File: config.mk
export PLATFORM = sky130hd
export DESIGN_NAME = smb_tgt_regbank
export DESIGN_NICKNAME = d
export VERILOG_FILES = /design/src/rtl/smb_tgt_pkg.sv /design/src/rtl/smb_tgt_ctrl.sv /design/src/rtl/smb_tgt_regs.sv /design/src/rtl/smb_tgt_regbank.sv
export SDC_FILE = /design/constraint.sdc
export NUM_CORES = 1
export LEC_CHECK = 0
export BUFFER_PORTS_ARGS = -buffer_cell sky130_fd_sc_hd__buf_2
export CAP_MARGIN = 20
export CORE_AREA = 8 8 79 81
export CTS_CLUSTER_DIAMETER = 150
export DETAILED_ROUTE_END_ITERATION = 8
export DIE_AREA = 0 0 87 89
export PLACE_DENSITY = 0.77
export SETUP_SLACK_MARGIN = 0.4
export SLEW_MARGIN = 20
export SYNTH_ARGS = -nofsm -noshare
export SYNTH_HDL_FRONTEND = slang
export SYNTH_SLANG_ARGS = --single-unit
File: constraint.sdc
create_clock -name clk -period 2 [get_ports clk]
set_input_delay 0.4 -clock clk [delete_from_list [all_inputs] [get_ports clk]]
set_output_delay 0.4 -clock clk [all_outputs]
set_load 0.01 [all_outputs]
File: src/rtl/smb_tgt_pkg.sv
package smb_tgt_pkg;

  localparam int BYTE_W = 8;

  typedef enum logic [2:0] {
    ST_IDLE,
    ST_DEVADDR,
    ST_REGPTR,
    ST_WDATA,
    ST_RDATA,
    ST_SKIP
  } linkState_t;

  typedef struct packed {
    logic shiftEn;
    logic loadPtr;
    logic writeData;
    logic loadTx;
    logic shiftTx;
  } linkStrobe_t;

  localparam logic [BYTE_W-1:0] REG_BASIC  = 8'h00;
  localparam logic [BYTE_W-1:0] REG_LOOP   = 8'h0E;
  localparam logic [BYTE_W-1:0] REG_DRIVE  = 8'h10;
  localparam logic [BYTE_W-1:0] REG_STATUS = 8'h32;

  localparam logic [3:0] LOOP_FIX_HI  = 4'b0001;
  localparam logic [1:0] LOOP_FIX_LO  = 2'b11;
  localparam logic [4:0] DRIVE_FIX_HI = 5'b10000;

endpackage

File: src/rtl/smb_tgt_ctrl.sv
module smb_tgt_ctrl
  import smb_tgt_pkg::*;
(
  input  logic        clk,
  input  logic        rstN,
  input  logic        sclIn,
  input  logic        sdaIn,
  input  logic        addrHit,
  input  logic        rwBit,
  input  logic        txMsb,
  output linkStrobe_t strb,
  output logic        sdaPullLow
);

  localparam int CNT_W = $clog2(BYTE_W + 2);
  localparam logic [CNT_W-1:0] LAST_BIT = CNT_W'(BYTE_W);
  localparam logic [CNT_W-1:0] ACK_BIT  = CNT_W'(BYTE_W + 1);

  logic             sclQ, sdaQ;
  linkState_t       state;
  logic [CNT_W-1:0] bitCnt;
  logic             ackDrive, txActive, hostNack;
  logic             sclRise, sclFall, startDet, stopDet, inFrame;

  always_comb begin
    sclRise  = sclIn & ~sclQ;
    sclFall  = ~sclIn & sclQ;
    startDet = sclIn & sclQ & sdaQ & ~sdaIn;
    stopDet  = sclIn & sclQ & ~sdaQ & sdaIn;
    inFrame  = (state == ST_DEVADDR) || (state == ST_REGPTR) ||
               (state == ST_WDATA) || (state == ST_RDATA);
    strb = '0;
    if (!startDet && !stopDet && inFrame) begin
      strb.shiftEn   = sclRise && (bitCnt < LAST_BIT);
      strb.loadPtr   = sclFall && (bitCnt == LAST_BIT) && (state == ST_REGPTR);
      strb.writeData = sclFall && (bitCnt == LAST_BIT) && (state == ST_WDATA);
      strb.loadTx    = sclFall && (bitCnt == ACK_BIT) &&
                       (((state == ST_DEVADDR) && addrHit && rwBit) ||
                        ((state == ST_RDATA) && !hostNack));
      strb.shiftTx   = sclFall && (state == ST_RDATA) &&
                       (bitCnt != '0) && (bitCnt < LAST_BIT);
    end
  end

  assign sdaPullLow = ackDrive | (txActive & ~txMsb);

  always_ff @(posedge clk or negedge rstN) begin
    if (!rstN) begin
      sclQ     <= 1'b1;
      sdaQ     <= 1'b1;
      state    <= ST_IDLE;
      bitCnt   <= '0;
      ackDrive <= 1'b0;
      txActive <= 1'b0;
      hostNack <= 1'b0;
    end else begin
      sclQ <= sclIn;
      sdaQ <= sdaIn;
      if (startDet) begin
        state    <= ST_DEVADDR;
        bitCnt   <= '0;
        ackDrive <= 1'b0;
        txActive <= 1'b0;
      end else if (stopDet) begin
        state    <= ST_IDLE;
        bitCnt   <= '0;
        ackDrive <= 1'b0;
        txActive <= 1'b0;
      end else if (inFrame) begin
        if (sclRise) begin
          if (bitCnt != ACK_BIT) bitCnt <= bitCnt + CNT_W'(1);
          if (bitCnt == LAST_BIT) hostNack <= sdaIn;
        end
        if (sclFall) begin
          if (bitCnt == LAST_BIT) begin
            txActive <= 1'b0;
            if ((state == ST_DEVADDR) && !addrHit) state <= ST_SKIP;
            else if (state != ST_RDATA)            ackDrive <= 1'b1;
          end else if (bitCnt == ACK_BIT) begin
            bitCnt   <= '0;
            ackDrive <= 1'b0;
            case (state)
              ST_DEVADDR: begin
                state    <= rwBit ? ST_RDATA : ST_REGPTR;
                txActive <= rwBit;
              end
              ST_REGPTR: state <= ST_WDATA;
              ST_RDATA: begin
                if (hostNack) state    <= ST_SKIP;
                else          txActive <= 1'b1;
              end
              default: ;
            endcase
          end
        end
      end
    end
  end

  // the acknowledge drive lives only in the ninth-clock window
  p_ack_window_r2: assert property (@(posedge clk) disable iff (!rstN)
    ackDrive |-> ((bitCnt == LAST_BIT) || (bitCnt == ACK_BIT)));

  // a frame addressed elsewhere never sees SDA pulled
  p_silent_on_miss_r1: assert property (@(posedge clk) disable iff (!rstN)
    (state == ST_SKIP) |-> !sdaPullLow);

  // no SDA change while SCL is held high
  p_sda_quiet_r9: assert property (@(posedge clk) disable iff (!rstN)
    (sclQ && sclIn && !startDet && !stopDet) |=> $stable(sdaPullLow));

  p_stop_release_r9: assert property (@(posedge clk) disable iff (!rstN)
    stopDet |=> ((state == ST_IDLE) && !sdaPullLow));

  p_start_restart_r9: assert property (@(posedge clk) disable iff (!rstN)
    startDet |=> ((state == ST_DEVADDR) && (bitCnt == '0)));

endmodule

File: src/rtl/smb_tgt_regs.sv
module smb_tgt_regs
  import smb_tgt_pkg::*;
#(
  parameter logic [6:0] DEV_ADDR = 7'h57
) (
  input  logic        clk,
  input  logic        rstN,
  input  logic        sdaIn,
  input  linkStrobe_t strb,
  input  logic [3:0]  statusCode,
  output logic        addrHit,
  output logic        rwBit,
  output logic        txMsb,
  output logic [1:0]  rateSel,
  output logic        bypassForce,
  output logic        muteOut,
  output logic        clkOutEn,
  output logic [1:0]  pumpCode,
  output logic        priPowerDown,
  output logic        secPowerDown
);

  logic [BYTE_W-1:0] rxByte, txShift, regPtr, rdByte;
  logic [4:0]        basicLive;
  logic [1:0]        pumpLive, pdLive;

  assign addrHit = (rxByte[BYTE_W-1:1] == DEV_ADDR);
  assign rwBit   = rxByte[0];
  assign txMsb   = txShift[BYTE_W-1];

  always_comb begin
    case (regPtr)
      REG_BASIC:  rdByte = {basicLive[4:3], 3'b000, basicLive[2:0]};
      REG_LOOP:   rdByte = {LOOP_FIX_HI, pumpLive, LOOP_FIX_LO};
      REG_DRIVE:  rdByte = {DRIVE_FIX_HI, pdLive, 1'b0};
      REG_STATUS: rdByte = {statusCode, 4'b0000};
      default:    rdByte = '0;
    endcase
  end

  always_ff @(posedge clk or negedge rstN) begin
    if (!rstN) begin
      rxByte    <= '0;
      txShift   <= '0;
      regPtr    <= '0;
      basicLive <= '0;
      pumpLive  <= '0;
      pdLive    <= '0;
    end else begin
      if (strb.shiftEn) rxByte <= {rxByte[BYTE_W-2:0], sdaIn};
      if (strb.loadPtr) regPtr <= rxByte;
      if (strb.loadTx)       txShift <= rdByte;
      else if (strb.shiftTx) txShift <= {txShift[BYTE_W-2:0], 1'b0};
      if (strb.writeData) begin
        case (regPtr)
          REG_BASIC: basicLive <= {rxByte[7:6], rxByte[2:0]};
          REG_LOOP:  pumpLive  <= rxByte[3:2];
          REG_DRIVE: pdLive    <= rxByte[2:1];
          default: ;
        endcase
      end
    end
  end

  assign rateSel      = basicLive[4:3];
  assign bypassForce  = basicLive[2];
  assign muteOut      = basicLive[1];
  assign clkOutEn     = basicLive[0];
  assign pumpCode     = pumpLive;
  assign priPowerDown = pdLive[1];
  assign secPowerDown = pdLive[0];

  // the pointer moves only on a register-pointer byte
  p_ptr_hold_r8: assert property (@(posedge clk) disable iff (!rstN)
    !strb.loadPtr |=> $stable(regPtr));

  // control fields move only on a data-byte write
  p_ctrl_hold_r10: assert property (@(posedge clk) disable iff (!rstN)
    !strb.writeData |=> $stable({basicLive, pumpLive, pdLive}));

  // read shifter holds between bus clock falls
  p_tx_hold_r8: assert property (@(posedge clk) disable iff (!rstN)
    (!strb.loadTx && !strb.shiftTx) |=> $stable(txShift));

endmodule

File: src/rtl/smb_tgt_regbank.sv
module smb_tgt_regbank
  import smb_tgt_pkg::*;
#(
  parameter logic [6:0] DEV_ADDR = 7'h57
) (
  input  logic       clk,
  input  logic       rstN,
  input  logic       sclIn,
  input  logic       sdaIn,
  input  logic [3:0] statusCode,
  output logic       sdaPullLow,
  output logic [1:0] rateSel,
  output logic       bypassForce,
  output logic       muteOut,
  output logic       clkOutEn,
  output logic [1:0] pumpCode,
  output logic       priPowerDown,
  output logic       secPowerDown
);

  linkStrobe_t strb;
  logic        addrHit, rwBit, txMsb;

  smb_tgt_ctrl u_ctrl (
    .clk        (clk),
    .rstN       (rstN),
    .sclIn      (sclIn),
    .sdaIn      (sdaIn),
    .addrHit    (addrHit),
    .rwBit      (rwBit),
    .txMsb      (txMsb),
    .strb       (strb),
    .sdaPullLow (sdaPullLow)
  );

  smb_tgt_regs #(.DEV_ADDR(DEV_ADDR)) u_regs (
    .clk          (clk),
    .rstN         (rstN),
    .sdaIn        (sdaIn),
    .strb         (strb),
    .statusCode   (statusCode),
    .addrHit      (addrHit),
    .rwBit        (rwBit),
    .txMsb        (txMsb),
    .rateSel      (rateSel),
    .bypassForce  (bypassForce),
    .muteOut      (muteOut),
    .clkOutEn     (clkOutEn),
    .pumpCode     (pumpCode),
    .priPowerDown (priPowerDown),
    .secPowerDown (secPowerDown)
  );

endmodule

======== Word level (Yosys, flattened, before mapping) ========
Index checks and enable logic that the tools add are counted.
operators by class
  $add $sub $neg .......................... 1
  multiply operators ...................... 0
  divide/modulo/power cells ............... 0
  magnitude comparators ................... 1
  equality and inequality tests ........... 17
  shift-type cells ........................ 0
  multiplexer cells ....................... 38
  bitwise logic cells ..................... 16
  reduce and logical (&&, ||, !) cells .... 38
operator list
  operator                                               number
  2-to-1 mux 4 bit                                       8
  case mux 8 bit (4 select lines)                        1
  2-to-1 mux 3 bit                                       9
  2-to-1 mux 8 bit                                       2
  logical AND 1 bit                                      15
  2-to-1 mux 1 bit                                       15
  AND reduction 5 bit                                    3
  inequality test 4 x 2 -> 1 bit, second input constant  3
  case mux 3 bit (3 select lines)                        1
  AND 1 bit                                              8
  == test 4 bit, second input constant                   2
  == test 8 x 4 -> 1 bit, second input constant          1
  == test 8 x 5 -> 1 bit, second input constant          1
  == test 8 x 6 -> 1 bit, second input constant          1
  logical NOT 8 bit                                      1
  nonzero test 4 bit                                     2
  == test 7 bit, second input constant                   1
  inverter 1 bit                                         7
  == test 3 x 2 -> 1 bit, second input constant          2
  AND reduction 2 bit                                    3
  AND reduction 6 bit                                    1
  nonzero test 3 bit                                     2
  nonzero test 6 bit                                     1
  2-to-1 mux 5 bit                                       1
  14 further kinds                                       20
word-level totals
  bits in registers ....................... 45
  bits in latches ......................... 0
  bits in writable memories ............... 0
  memory bits (read-only) ................. 0
  bits of input ports ..................... 8
  output and inout port bits .............. 10
  logic and storage cells ................. 124
  memories ................................ 0

======== Logic depth before layout (Yosys ltp) ========
Gate-level depths: netlist (run 1).
  word-level depth ........................ 9
  depth in mapped cells ................... 8
  mapped depth without buffers ............ 7

======== Cells and area by module ========
From an unflattened synthesis (run 1), not the netlist that was laid out.
unflattened totals
  cell total of the unflattened synthesis .. 218
  area total of the unflattened synthesis .. 2441.1 um^2
modules (own cells, without submodules)
  module        times used  cells an instance  area each (um^2)  sequential area each (um^2)
  smb_tgt_regs  1           117                1496.4            825.8
  smb_tgt_ctrl  1           101                944.7             302.8

======== Least setup slack after synthesis (run 1) ========
OpenSTA, ideal clock, no wires.
  path kind ............................... register to register
  start point ............................. register u_ctrl.bitCnt[0]
  end point ............................... register u_regs.pdLive[0]
  setup time .............................. 0.125 ns
  arrival time ............................ 1.906 ns
  required time ........................... 1.875 ns
  slack ................................... -0.031 ns
  cell stages (with the launch flop) ...... 8
  buffers on the path ..................... 0
  period minus slack after synthesis ...... 2.031 ns
  cells stage by stage .................... dfrtp_1 > inv_1 > ha_1 > inv_1 > nor3_4 > nand3_4 > or4_4 > mux2_4
between the ends
  cells in the longest elaborated chain, start to end .. 5
RTL lines
  element                               line                RTL
  start, declared                       smb_tgt_ctrl.sv:21  logic [CNT_W-1:0] bitCnt;
  start signal, assigned                smb_tgt_ctrl.sv:71  if (bitCnt != ACK_BIT) bitCnt <= bitCnt + CNT_W'(1);
  == test 4 bit                         smb_tgt_ctrl.sv:36  strb.writeData = sclFall && (bitCnt == LAST_BIT) && (state == ST_WDATA);
  logical AND 1 bit (2 in series)       smb_tgt_ctrl.sv:36
  2-to-1 mux 5 bit                      smb_tgt_ctrl.sv:33  if (!startDet && !stopDet && inFrame) begin
  AND reduction 2 bit (no source line)  --
  end signal, assigned                  smb_tgt_regs.sv:58  REG_DRIVE: pdLive <= rxByte[2:1];
  end, declared                         smb_tgt_regs.sv:25  logic [1:0] pumpLive, pdLive;
Every way passes these cells.
A chain may end at the register's enable or synchronous reset.

======== Worst setup path in the final report (run 1) ========
  start point ............................. register u_regs.regPtr[6]
  end point ............................... register u_regs.pdLive[1]
between the ends
  cells in the longest elaborated chain, start to end .. 2
RTL lines
  element                               line                RTL
  start, declared                       smb_tgt_regs.sv:23  logic [BYTE_W-1:0] rxByte, txShift, regPtr, rdByte;
  start signal, assigned                smb_tgt_regs.sv:51  if (strb.loadPtr) regPtr <= rxByte;
  == test 8 x 5 -> 1 bit                smb_tgt_regs.sv:55  case (regPtr)
  AND reduction 2 bit (no source line)  --
Every way passes these cells.

==> impl_metrics.tcl, run 1 <==
set metrics [dict create \
    chipHeight_um 89 \
    cp_cell_sequence "nor4_4, nand2_2, or4_4, mux2_4" \
    place.gp.congestion 0.796 \
    num_rows 26 \
    fin_area_mm2 0.00337 \
    die-area_mm2 0.00774 \
    clk_pin_slew_ns 0.09 \
    grt_pass1_wl_mm 10.3 \
    rsz0062_at_grt "yes" \
    place_worst_setup_slack_ns 0.0149 \
    antenna_found_initial 0 \
    maxCapViolCount 0 \
    grt_usage_pct 17.0 \
    min_period_ns 1.95 \
    netlist_area_mm2 0.00238 \
    placed_area_mm2 0.00282 \
    root_buffer "clkbuf_8" \
    r2r_start "u_regs.regPtr[6]" \
    finish.utilization_pct 67.7 \
    routed_wl_mm 6.71 \
    io_pins 18 \
    drive_above_1_share_pct 53.5 \
    crit_type "reg2reg" \
    async_reset_ff_share_pct 100 \
    hold_path.class "in2async" \
    reg2regPathDepth 4 \
    synth_nets 232 \
    route.vias.total 2071 \
    dp_hpwl_mm 4.16 \
    cts_tree "done" \
    drc 0 \
    cpPeakStageDelay_ns 0.56 \
    synth_top_cell_area_share_pct 45.2 \
    nets 298 \
    dieWidth_um 87 \
    cp.arrival_ns 2.14 \
    final_antenna_net_count 0 \
    crit_buf_inv 0 \
    ys_ff_latch 45 \
    yosys_warnings 0 \
    cts_buffers 5 \
    initial_utilization_pct 47.8 \
    first_pass_iters 4 \
    synthTopCellsByArea "dfrtp_1, mux2_2, o21ai_0" \
    worstPathRequired_ns 2.19 \
    n_antenna_cell 0 \
    crit_path_end_kind "register" \
    core-area_mm2 0.00498 \
    cts_buffer_depth 2 \
    overflow 0 \
    ys_seq_area_share_pct 47.4 \
    cts-htree-levels 2 \
    relSlewSlack_pct 62.6 \
    finalPower_mw 3.85 \
    status "completed" \
    fin_crit_sh_pct 97.5 \
    wl_per_cell_um 18.7 \
    synthTopCellsByCount "dfrtp_1, mux2_2, nand2_1, o21ai_0" \
    finalHoldViolations 0 \
    synthCells 221 \
    finalClockSkew_ns 0.00604 \
    syn_avg_cell_area_um2 10.8 \
    drtIter0Drc 144 \
    r2r_end "u_regs.pdLive[1]" \
    ir_drop_uv 585 \
    crit_family "simple AND/OR/NAND/NOR gates" \
    clk_latency_ns 0.30 \
    cts_sinks 45 \
    slew_violations 0 \
    powerDensity_mw_per_mm2 1140 \
    cts_hold_buf 0 \
    start_kind "register" \
    grt_pass1_vias 2115 \
    yosysTopAreaCell "dfrtp_1" \
    syn_to_final_growth_pct 41.5 \
    synthDistinctLibCells 55 \
    io_buffer_count 17 \
    ys.flop_type "dfrtp_1" \
    p_leak_nw 1.52 \
    worstMarginPinSlew_ns 0.557 \
    synth-edff-count 0 \
    setup_violations 0 \
    final.fill_count 328 \
    fin_ws_ns 0.0502 \
    critPathSlowestCell "or4_4" \
    clock.fmax_mhz 513 \
    critPathMaxFanout 4 \
    r2r_slack_ns 0.05 \
    grt_max_degree 26 \
    vias_per_cell 5.78 \
    synth_most_common_cell "dfrtp_1" \
]
-- layer usage --
layer  global-route usage, %  part of all wire (%)
met1                    20.0                    40
met2                    29.8                    52
met3                    2.85                   4.6
met4                    7.67                   3.3
met5                       0                     0
-- worst reg2reg max path, cell delays in order, from the launching register on --
cell and delay (ns):
dfrtp_1 0.46, nor4_4 0.36, nand2_2 0.15, or4_4 0.56
mux2_4 0.32
-- placed cells by master, fill, tap and decap left out, types with 3 or more instances in the layout --
cell	n
buf_4	35
mux2i_1	5
nor2_2	3
nor2b_1	3
nand4_1	3
inv_2	4
buf_2	17
inv_1	8
mux2_2	9
clkbuf_8	5
o21ai_0	9
dfrtp_1	40
a21oi_1	5
nor3_4	6
mux2_4	19
dfrtp_2	3
buf_6	13
nor4_4	3
nor3_1	3
or3_4	3
nand2_1	13
o21ai_1	4
nor2_1	8
a211oi_2	3
nand3_1	6
-- logic make-up after synthesis --
| family | count (synthesis) | share of synthesized area (%) |
|---|---|---|
| buf+inv | 20 | 3.42 |
| flops | 45 | 47.4 |
| simple gates | 74 | 18.8 |
| fa+ha+maj | 3 | 1.58 |
| mux | 33 | 15.7 |
| xor+xnor | 3 | 1.10 |
| compound gates | 43 | 12.1 |
-- registers in the layout, summed over array words and instances (netlist names) --
signal / count
u_ctrl.ackDrive: 1
u_ctrl.bitCnt: 4
u_ctrl.hostNack: 1
u_ctrl.sclQ: 1
u_ctrl.sdaQ: 1
u_ctrl.state: 3
u_ctrl.txActive: 1
u_regs.basicLive: 5
u_regs.pdLive: 2
u_regs.pumpCode: 2
u_regs.regPtr: 8
u_regs.rxByte: 8
u_regs.txShift: 8
-- how the worst max path moves through the flow --
stage / startpoint / end / slack, ns / cells past startpoint
after floorplan: u_ctrl.bitCnt[0] / u_regs.pdLive[0] / -0.02 / 7
after global placement: u_ctrl.bitCnt[1] / u_regs.pdLive[1] / 0.08 / 7
after detailed placement: u_ctrl.bitCnt[1] / u_regs.pdLive[1] / 0.01 / 7
after CTS: u_ctrl.bitCnt[0] / u_regs.pdLive[1] / 0.07 / 7
after global routing: u_ctrl.bitCnt[0] / u_regs.basicLive[4] / -0.04 / 9
final: u_regs.regPtr[6] / u_regs.pdLive[1] / 0.05 / 4
-- metrics by stage --
step           hold slack, ns  cells  setup TNS (ns)
2_1_floorplan           0.104    221         -0.0462
4_1_cts                0.0850    349               0
6_report               0.0788    358               0
5_1_grt                 0.109    358          -0.144
3_5_place_dp            0.416    326               0
3_3_place_gp            0.407    326               0
-- report_power, final --
| group | total (mW) | internal, mW | switching (mW) |
|---|---|---|---|
| clock network | 0.568 | 0.247 | 0.322 |
| registers | 1.35 | 1.13 | 0.218 |
| logic | 1.94 | 1.05 | 0.892 |
| total | 3.85 | 2.42 | 1.43 |
-- final cells by class --
cell class | count | area (um2) | area share [%]
Multi-Input combinational cell | 156 | 1480 | 44.0
Sequential cell | 45 | 1130 | 33.6
Timing Repair Buffer | 67 | 534 | 15.9
Tap cell | 70 | 87.6 | 2.60
Clock buffer | 6 | 72.6 | 2.15
Inverter | 12 | 45.0 | 1.34
Clock inverter | 2 | 15.0 | 0.446
-- what timing repair did --
action                                  4_1_cts  5_1_grt
endpoints found under the setup margin       42       43
cloned                                        0        0
setup buffers                                15        9
gates resized for setup                      34       32
pin swaps                                    12       15
Power figures use the tool's default switching activity.
==> inputs of run 2 (changes only) <==
PLACE_DENSITY = 0.79   (was 0.77)
SYNTH_HIERARCHICAL = 1   (was unset)
==> impl_metrics.tcl, run 2 <==
set metrics [dict create \
    crit_type "reg2reg" \
    synth_top_family_by_area "multiplexers" \
    cp_cell_sequence "inv_2, ha_4, and3b_2, buf_4, buf_6, o221ai_4, nand2b_1, o22ai_1" \
    comb_power_share_pct 46.9 \
    place_worst_setup_slack_ns 0.0322 \
    crit_path_end_kind "register" \
    cts_sinks 45 \
    cts-htree-levels 2 \
    synth_xor_area_share_pct 1.38 \
    grt_usage_pct 16.4 \
    start_kind "register" \
    wl_per_cell_um 19.1 \
    cp.arrival_ns 2.09 \
    synth-edff-count 0 \
    chipHeight_um 89 \
    io_pins 18 \
    min_period_ns 1.90 \
    synthTopCellsByCount "dfrtp_1, mux2_2, nor2_1, mux2i_1, o21ai_0" \
    drtIter0Drc 134 \
    final.fill_count 348 \
    place.gp.congestion 0.838 \
    crit_buf_inv 3 \
    finalHoldViolations 0 \
    critPathMaxFanout 6 \
    p_int_mw 2.30 \
    vias_per_cell 5.76 \
    cpPeakStageDelay_ns 0.44 \
    hold-worst-slack_ns 0.241 \
    syn_to_final_growth_pct 35.5 \
    p_sw_share_pct 35.6 \
    clk_pin_slew_ns 0.08 \
    die-area_mm2 0.00774 \
    core-area_mm2 0.00498 \
    rsz0062_at_grt "yes" \
    synth_compound_area_share_pct 13.3 \
    slew_violations 0 \
    status "completed" \
    grt_pass1_wl_mm 9.83 \
    r2r_slack_ns 0.10 \
    nets 288 \
    fin_tns_setup_ns 0 \
    syn_avg_cell_area_um2 11.2 \
    largestRegisters "u_regs/regPtr x8, u_regs/rxByte x8, u_regs/txShift x8" \
    synth_most_common_cell "dfrtp_1" \
    antenna_found_initial 0 \
    worstPathRequired_ns 2.19 \
    ys_seq_area_share_pct 46.2 \
    maxCapViolCount 0 \
    dieWidth_um 87 \
    initial_utilization_pct 49.0 \
    drive_above_1_share_pct 51.4 \
    crit_family "simple AND/OR/NAND/NOR gates" \
    final_common_cell "dfrtp_1" \
    mostFrequentLayoutCells "dfrtp_1, buf_4, mux2_4" \
    fin_crit_sh_pct 95.0 \
    synthTopCellsByArea "dfrtp_1, mux2_2, mux2i_1" \
    routed_wl_mm 6.64 \
    async_reset_ff_share_pct 100 \
    synthCells 218 \
    drc 0 \
    p_leak_nw 1.53 \
    yosysTopAreaCell "dfrtp_1" \
    hold_path.class "in2reg" \
    synth_fa_ha_area_share_pct 1.54 \
    setup_violations 0 \
    pwr-share-seq_pct 33.9 \
    synth_top_cell_area_share_pct 44.1 \
    io_buffer_count 17 \
    netlist_area_mm2 0.00244 \
    first_pass_iters 4 \
    root_buffer "clkbuf_8" \
    p_clk_share_pct 19.2 \
    grt_pass1_vias 1987 \
    p_switching_mw 1.27 \
    finalPower_mw 3.57 \
    clock.fmax_mhz 526 \
    synthDistinctLibCells 56 \
    dp_hpwl_mm 4.09 \
    route.vias.total 2006 \
    num_rows 26 \
    final_antenna_net_count 0 \
    synthMuxAreaShare_pct 17.9 \
    critPathSlowestCell "dfrtp_1" \
    ys_ff_latch 45 \
    ys.flop_type "dfrtp_1" \
    cts_buffer_depth 2 \
    n_antenna_cell 0 \
    powerDensity_mw_per_mm2 1080 \
    fin_ws_ns 0.101 \
    overflow 0 \
    yosys_warnings 6 \
    cts_buffers 5 \
    synth-simple-area-share_pct 15.9 \
    relSlewSlack_pct 63.8 \
    grt_max_degree 24 \
    ir_drop_uv 873 \
    worstMarginPinSlew_ns 0.539 \
    synth_nets 229 \
    clk_latency_ns 0.30 \
    cts_tree "done" \
    finalClockSkew_ns 0.00706 \
]
## run 2: cell types whose count changed after synthesis, sizes merged, moves of 4 or more
cell    delta
nand2      -6
mux2i      +5
nand2b     +5
inv        -4
nor2       +4
o21ai      -4
or3        -4
## run 2: power groups by stage
stage               Combinational (mW)  Sequential [mW]  Clock, mW
global route                      1.77             1.22      0.750
floorplan                        0.819             1.20          0
CTS                               1.44             1.19      0.699
finish                            1.67             1.21      0.686
global placement                  1.12             1.19          0
detailed placement                1.16             1.20          0
## run 2: timing repair
action | in CTS | in global routing
pin swaps | 8 | 7
hold buffers | 1 | 0
gates cloned | 0 | 1
hold endpoints to repair | 7 | 0
endpoints found under the setup margin | 42 | 43
resized for setup | 28 | 24
setup buffers | 13 | 10
## run 2: area by class of cell
class                      count  area, um2  share of cell area, %
timing repair buffer          62        469                   14.2
clock inverter                 2       38.8                   1.17
sequential                    45       1130                   34.1
tap                           70       87.6                   2.65
inverter                       8       30.0                  0.908
clock buffer                   6       72.6                   2.19
multi-input combinational    155       1480                   44.8
## run 2: per-layer routing
layer | global-route usage (%) | vias up | share of wire (%)
li1 | - | 911 | -
met2 | 28.7 | 68 | 51
met4 | 5.79 | 0 | 2.1
met5 | 0 | - | 0
met3 | 3.49 | 12 | 5.3
met1 | 19.4 | 1015 | 41
## run 2: logic make-up after synthesis
family / count (synthesis)
DFF: 45
xor gates and xnor gates: 3
buffers and inverters: 18
muxes: 39
AOI/OAI and AO/OA: 44
adders and majority gates: 3
and+or+nand+nor: 66
## run 2: path summary, 6_finish.rpt
kind | startpoint | to | cells past startpoint
max in group asynchronous | rstN | u_regs/regPtr[4] | 3
hold reg to reg | u_ctrl/txActive | u_ctrl/txActive | 2
setup / recovery | u_ctrl/bitCnt[0] | u_ctrl/bitCnt[1] | 8
hold / removal | sclIn | u_ctrl/sclQ | 1
setup reg to reg | u_ctrl/bitCnt[0] | u_ctrl/bitCnt[1] | 8
min in group asynchronous | rstN | u_regs/rxByte[4] | 2
## run 2: worst reg2reg max path, stage by stage (launching register included)
cell and delay (ns):
dfrtp_1 0.44, inv_2 0.09, ha_4 0.15, and3b_2 0.27
buf_4 0.13, buf_6 0.10, o221ai_4 0.13, nand2b_1 0.23
o22ai_1 0.26
## run 2: metrics by stage
stage | util, % | cell area [um2] | instances
floorplan | - | 2510 | 218
global placement | 55.7 | 2770 | 315
detailed placement | 55.7 | 2770 | 315
CTS | 62.7 | 3120 | 337
global route | 66.5 | 3310 | 348
finish | 66.5 | 3310 | 348
==> inputs of run 3 (changes only) <==
REMOVE_ABC_BUFFERS = 1   (was unset)
==> impl_metrics.tcl, run 3 (same netlist as run 2, synthesis figures left out) <==
set metrics [dict create \
    status "completed" \
    n_antenna_cell 0 \
    setup_violations 0 \
    dp_hpwl_mm 3.78 \
    critPathMaxFanout 5 \
    crit_path_end_kind "register" \
    finalClockSkew_ns 0.0105 \
    slew_violations 0 \
    initial_utilization_pct 49.0 \
    reg2regPathDepth 7 \
    critical_path.endpoint "u_ctrl/state[2]" \
    clk_latency_ns 0.32 \
    final_common_cell "dfrtp_1" \
    worstPathRequired_ns 2.20 \
    p_leak_nw 1.48 \
    cts_buffers 5 \
    num_rows 26 \
    clock.fmax_mhz 529 \
    route.vias.total 1949 \
    clk_pin_slew_ns 0.10 \
    grt_usage_pct 16.7 \
    cp_cell_sequence "inv_2, ha_4, and3b_2, o21a_4, a21oi_4, a21o_4, mux2_4" \
    dieWidth_um 87 \
    mostFrequentLayoutCells "dfrtp_1, buf_4, buf_2" \
    io_pins 18 \
    place_worst_setup_slack_ns -0.0686 \
    grt_pass1_wl_mm 10.1 \
    routed_wl_mm 6.39 \
    finalHoldViolations 0 \
    multi_input_area_mm2 0.00148 \
    vias_per_cell 5.67 \
    rsz0062_at_grt "yes" \
    cts_sinks 45 \
    grt_max_degree 46 \
    min_period_ns 1.89 \
    r2r_end "u_ctrl/state[2]" \
    cts-htree-levels 2 \
    r2r_start "u_ctrl/bitCnt[0]" \
    cp.arrival_ns 2.09 \
    first_pass_iters 4 \
    hold_path.class "in2async" \
    overflow 0 \
    grt_pass1_vias 2059 \
    crit_family "compound AO/OA/AOI/OAI gates" \
    relSlewSlack_pct 58.6 \
    cpPeakStageDelay_ns 0.43 \
    ir_drop_uv 492 \
    fin_crit_sh_pct 94.4 \
    die-area_mm2 0.00774 \
    chipHeight_um 89 \
    drc 0 \
    powerDensity_mw_per_mm2 1070 \
    startpoint "u_ctrl/bitCnt[0]" \
    antenna_found_initial 0 \
    fin_ws_ns 0.111 \
    cts_tree "done" \
    wl_per_cell_um 18.6 \
    r2r_slack_ns 0.11 \
    start_kind "register" \
    cts_buffer_depth 2 \
    largestRegisters "u_regs/regPtr x8, u_regs/rxByte x8, u_regs/txShift x8" \
    final.fill_count 357 \
    syn_to_final_growth_pct 33.6 \
    nets 284 \
    register_area_mm2 0.00113 \
    crit_buf_inv 1 \
    finish.utilization_pct 65.5 \
    final_antenna_net_count 0 \
    drtIter0Drc 95 \
    maxCapViolCount 0 \
    io_buffer_count 17 \
    core-area_mm2 0.00498 \
    worst-path-stages 7 \
    drive_above_1_share_pct 54.4 \
    crit_type "reg2reg" \
    critPathSlowestCell "dfrtp_2" \
    root_buffer "clkbuf_8" \
    place.gp.congestion 0.844 \
    worstMarginPinSlew_ns 0.617 \
]
==> run 3: cell count changes in the layout (fill, tap and decap cells not counted), sizes merged <==
| cell | before | now |
|---|---|---|
| bufinv | 1 | 0 |
| clkbuf | 6 | 5 |
| buf | 61 | 58 |
| clkinv | 1 | 0 |
| inv | 8 | 11 |
| dlygate4sd3 | 1 | 0 |
==> run 3: worst min path at each step <==
| stage | startpoint | endpoint | slack (ns) | cells after the start |
|---|---|---|---|---|
| final | rstN | u_regs/rxByte[7] | 0.15 | 2 |
| after detailed placement | rstN | u_ctrl/bitCnt[0] | 0.51 | 2 |
| after global placement | u_ctrl/txActive | u_ctrl/txActive | 0.50 | 2 |
| after floorplan | rstN | u_ctrl/ackDrive | 0.10 | 0 |
| after CTS | rstN | u_regs/rxByte[7] | 0.17 | 2 |
| after global routing | rstN | u_regs/rxByte[7] | 0.19 | 2 |
==> run 3: per-layer routing <==
metal	wire length (um)	part of all wire (%)	up-vias	global-route usage (%)
met4	191	3.0	0	8.61
li1	-	-	899	-
met2	3160	49	48	28.2
met5	0	0	-	0
met1	2780	44	987	19.6
met3	258	4.0	15	3.68
==> run 3: layout make-up <==
class / instances / area share, %
Multi-Input combinational cell: 155 / 45.4
Sequential cell: 45 / 34.7
Timing Repair Buffer: 58 / 13.2
Tap cell: 70 / 2.69
Clock buffer: 5 / 2.11
Inverter: 8 / 0.921
Clock inverter: 3 / 0.883
==> run 3: metrics by stage <==
stage          instances  power, mW  setup TNS, ns  area [um2]  hold slack, ns
4_1_cts              339       3.21              0        3090           0.167
3_3_place_gp         318       2.27              0        2730           0.498
5_1_grt              344       3.66        -0.0147        3260           0.194
3_5_place_dp         318       2.30         -0.198        2730           0.512
2_1_floorplan        208       1.92         -12.29        2380           0.104
6_report             344       3.47              0        3260           0.148
==> run 3: power by group <==
part           total [mW]  switching [mW]  internal [mW]
clock               0.628           0.364          0.264
sequential           1.22           0.145           1.07
combinational        1.63           0.781          0.847
==> run 3: what timing repair did <==
item | CTS | global route
hold buffers | 0 | 0
resized for setup | 36 | 33
endpoints found under the hold margin | 0 | 0
endpoints found under the setup margin | 43 | 43
setup buffers | 13 | 5
cloned | 0 | 0
pin swaps | 14 | 12
